===== config.mk =====
export PLATFORM = sky130hd
export DESIGN_NAME = cpu_wake_seq
export DESIGN_NICKNAME = d
export VERILOG_FILES = /design/src/rtl/cpu_wake_seq.sv
export SDC_FILE = /design/constraint.sdc
export NUM_CORES = 1
export LEC_CHECK = 0
export ABC_AREA = 1
export BUFFER_PORTS_ARGS = -buffer_cell sky130_fd_sc_hd__buf_4
export CAP_MARGIN = 20
export CORE_UTILIZATION = 30
export DETAILED_ROUTE_END_ITERATION = 10
export PLACE_DENSITY_LB_ADDON = 0.15
export SYNTH_ARGS = -nofsm -noshare
export SYNTH_HDL_FRONTEND = slang
export SYNTH_SLANG_ARGS = --single-unit

===== constraint.sdc =====
create_clock -name clk -period 2 [get_ports clk]
set_clock_uncertainty 0.1 [all_clocks]
set_input_delay 0.1 -clock clk [delete_from_list [all_inputs] [get_ports clk]]
set_output_delay 0.1 -clock clk [all_outputs]
set_load 0.01 [all_outputs]

===== src/rtl/cpu_wake_seq.sv =====
module cpu_wake_seq #(
  parameter int NCORE      = 4,
  parameter int LONG_WAIT  = 500000,
  parameter int SHORT_WAIT = 50000,
  localparam int SW  = (NCORE > 1) ? $clog2(NCORE) : 1,
  localparam int MW  = (LONG_WAIT > SHORT_WAIT) ? LONG_WAIT : SHORT_WAIT,
  localparam int CTW = $clog2(MW + 1)
) (
  input  logic               clk,
  input  logic               rst_n,
  input  logic               start,
  input  logic [SW-1:0]      core_sel,
  input  logic [31:0]        boot_addr,
  output logic               busy,
  output logic               done,
  output logic [31:0]        boot_vec,
  output logic [2*NCORE-1:0] rst_ctl,
  output logic [NCORE-1:0]   l1_run,
  output logic [NCORE-1:0]   dbg_en,
  output logic [8*NCORE-1:0] clamp,
  output logic [NCORE-1:0]   pwr_gate
);

  typedef enum logic [3:0] {
    S_IDLE, S_HOLD, S_L1, S_DBGOFF, S_RAMP,
    S_SETTLE, S_UNGATE, S_SETTLE2, S_RELEASE, S_DBGON
  } st_t;

  st_t            st;
  logic [SW-1:0]  cur;
  logic [3:0]     step;
  logic [CTW-1:0] cnt;
  logic           accept;

  assign busy   = (st != S_IDLE);
  assign accept = start && !busy && (int'(core_sel) < NCORE);

  always_ff @(posedge clk or negedge rst_n) begin
    if (!rst_n) begin
      st       <= S_IDLE;
      cur      <= '0;
      step     <= '0;
      cnt      <= '0;
      done     <= 1'b0;
      boot_vec <= '0;
      rst_ctl  <= '0;
      l1_run   <= '0;
      dbg_en   <= '0;
      clamp    <= '1;
      pwr_gate <= '1;
    end else begin
      done <= 1'b0;
      case (st)
        S_IDLE: if (accept) begin
          cur      <= core_sel;
          boot_vec <= boot_addr;
          st       <= S_HOLD;
        end
        S_HOLD: begin
          rst_ctl[2*cur +: 2] <= 2'd0;
          st <= S_L1;
        end
        S_L1: begin
          l1_run[cur] <= 1'b0;
          st <= S_DBGOFF;
        end
        S_DBGOFF: begin
          dbg_en[cur] <= 1'b0;
          step <= '0;
          st <= S_RAMP;
        end
        S_RAMP: begin
          clamp[8*cur +: 8] <= 8'hFF >> step;
          step <= step + 4'd1;
          if (step == 4'd8) begin
            cnt <= CTW'(LONG_WAIT - 1);
            st  <= S_SETTLE;
          end
        end
        S_SETTLE: begin
          if (cnt == '0) st <= S_UNGATE;
          else cnt <= cnt - 1'b1;
        end
        S_UNGATE: begin
          pwr_gate[cur] <= 1'b0;
          cnt <= CTW'(SHORT_WAIT - 1);
          st  <= S_SETTLE2;
        end
        S_SETTLE2: begin
          if (cnt == '0) st <= S_RELEASE;
          else cnt <= cnt - 1'b1;
        end
        S_RELEASE: begin
          rst_ctl[2*cur +: 2] <= 2'd3;
          st <= S_DBGON;
        end
        S_DBGON: begin
          dbg_en[cur] <= 1'b1;
          done <= 1'b1;
          st <= S_IDLE;
        end
        default: st <= S_IDLE;
      endcase
    end
  end

endmodule


==> reports/results.txt <==
Worst-path clk slew: 0.08 ns
top cells by area, synth: dfrtp_1 37%, dfstp_2 19%, nand2_1 9.6%
Worst setup SP type: flip-flop
grt ovf: 0
per-cell routed wire length: 14.26 microns
mean area per synthesized cell: 9.515 sq um
CTS Buf Count: 9
Worst Hold Class: input port to asynchronous set/reset pin
# fillers: 1567
final worst path period need: 1.801 ns
Pleak: 3.417 nW
Synth Warn #: 0
final net count: 761
antenna violations before repair: 0
Worst setup EP type: flip-flop
Cell Area, Synth: 5034 sq um
num ports: 123
multi-input logic area: 1986 sq um
die area: 17300 sq um
DRC violations left: 0
area grow syn2layout: 39.85%
Worst path max stage delay: 0.38 ns
crit path buf inv count: 3
largest net degree at the start of global routing: 34
most frequent cells in the layout: 147 x buf_4, 129 x nand2_1, 74 x dfrtp_1
CTS sink cnt: 110
Layout Utilization: 43.68%
max-cap viol count: 0
most common cell after layout, fill and taps aside: buf_4
delay-heaviest family, CP: simple AND/OR/NAND/NOR gates
die extent in x: 131.5 microns
setup TNS: 0 ns
Critical Path RT: 2.17 ns
Register Area: 2798 sq um
fin crit share: 90.05%
Root Driver: clkbuf_16
run status: completed
CP max stage cell: dfrtp_1
Post-Syn Nets: 576
Setup CP Type: flip-flop to flip-flop
Post-Syn Instances: 529
Port Buf Inserts: 122
Pwr per Cell Area: 1432 nW/um^2
ordered cell list for the critical path: inv_1 > ha_1 > inv_1 > nor4_1 > buf_4 > nand2_1 > o21ai_0
post-DR vias/cell: 4.504
Peak Freq: 0.5553 GHz
Post-DP Area: 6377 sq um
vias in the first global route: 4330
# diodes: 0
critical path arrival: 1.97 ns
Initial Utilization: 31.23%
CP dominant cell by count: inv_1
initial DRC count: 198
VDD IR max: 0.7461 mV
final worst setup slack: 0.1991 ns
Placement Rows: 46
Clock Latency Late Sink: 0.35 ns
CTS tree: yes
# setup viols final: 0
Die Y: 131.5 microns
synth unique cells: 32
Slew headroom: 66.85%
Synth top area share: 36.79%
first-pass GRT wire length: 22250 microns
Tightest Pin Transition: 0.4934 ns
setup bufs post-CTS: 0
CTS HTree Levels: 3
GRT Total Usage: 16.05%
routability cong.: 0.7992
DRT antenna net count: 0
finished layout cell area: 7039 sq um
vias: 4211
final hold viol count: 0
Synth area leader: dfrtp_1
clock buffer depth: 2
final WL: 13330 microns
largest fanout on the critical path: 5
Max Slew Vio Count: 0
dpl ws: 0.09384 ns
HPWL Detailed: 9739 microns
Core Area: 16120 sq um
#FFs+latches synth: 110
sequential share of the synthesized area: 55.58%
Initial DRT Pass Iterations: 4
Min Hold Slack: 0.1657 ns
layout cells sized above 1: 35.05%
area by class of cell:
cell class                 count  area share, %
clock buffer                  12          3.502
sequential                   110          39.74
clock inverter                 4         0.4444
tap                          216          3.839
inverter                      49          2.613
timing repair buffer         186          21.65
multi-input combinational    358          28.21
worst paths after layout:
kind	from	to	slack, ns	cells past startpoint
min in group clk	clamp[0]$_DFFE_PN1P_	clamp[0]$_DFFE_PN1P_	0.36	2
max in group asynchronous	rst_n	clamp[25]$_DFFE_PN1P_	0.94	3
max reg2reg	cur[0]$_DFFE_PN0P_	clamp[5]$_DFFE_PN1P_	0.20	7
min	rst_n	step[0]$_DFFE_PN0P_	0.17	2
min reg2reg	clamp[0]$_DFFE_PN1P_	clamp[0]$_DFFE_PN1P_	0.36	2
max	cur[0]$_DFFE_PN0P_	clamp[5]$_DFFE_PN1P_	0.20	7
sequential cells by signal, indices dropped and copies added, names as in the netlist, named ones only:
| register | count |
|---|---|
| boot_vec | 32 |
| clamp | 32 |
| cnt | 19 |
| cur | 2 |
| done | 1 |
| l1_run | 4 |
| pwr_gate | 4 |
| rst_ctl | 4 |
| st | 4 |
| step | 4 |
through the flow:
stage               cells  total power, mW
global placement      883            8.197
floorplan             529            6.289
finish                935            10.08
global route          935            10.85
CTS                   935            10.13
detailed placement    883            8.299
worst reg2reg max path, stage by stage, from the launching register on:
cell,delay [ns]
dfrtp_1,0.38
inv_1,0.15
ha_1,0.20
inv_1,0.10
nor4_1,0.34
buf_4,0.18
nand2_1,0.10
o21ai_0,0.18
cell usage after synthesis:
library cell and instances:
nand2_1 129, dfrtp_1 74, o21ai_0 60, nor2_1 47
inv_1 46, dfstp_2 36, mux2_2 32, nand3_1 29
ha_1 10, a21boi_0 8, a21oi_1 8, buf_4 5
nor3_1 5, xor2_1 5, o21ai_1 4, buf_2 3
buf_6 3, nand2_2 3, nand3_2 3, nor2_4 3
a22oi_1 2, inv_2 2, o31ai_1 2, or2_2 2
clkbuf_1 1, clkinv_1 1, nand4_1 1, nor2_2 1
nor4_1 1, nor4_4 1, o21a_1 1, o21ai_2 1
cell families after synthesis:
logic type / share of synthesized area (%)
buffers and inverters: 5.444
DFF: 55.58
xor gates and xnor gates: 0.8700
adders and majority gates: 2.486
AOI/OAI and AO/OA: 9.272
muxes: 7.159
and+or+nand+nor: 19.19
layer usage:
metal | track usage (%) | vias up | share of wire [%]
li1 | - | 2098 | -
met1 | 21.61 | 1989 | 48
met2 | 24.25 | 112 | 44
met3 | 4.900 | 12 | 6.7
met4 | 5.556 | 0 | 1.2
met5 | 0 | - | 0
what timing repair did:
item,4_1_cts,5_1_grt
gates resized for setup,0,5
endpoints found under the hold margin,65,0
hold buffers,36,0
setup endpoints to repair,0,10
where the power goes:
part / internal, mW / switching [mW]
logic: 2.05 / 2.61
registers: 3.17 / 0.532
clock network: 0.889 / 0.836
total: 6.10 / 3.98
(Power assumes the default switching activity.)
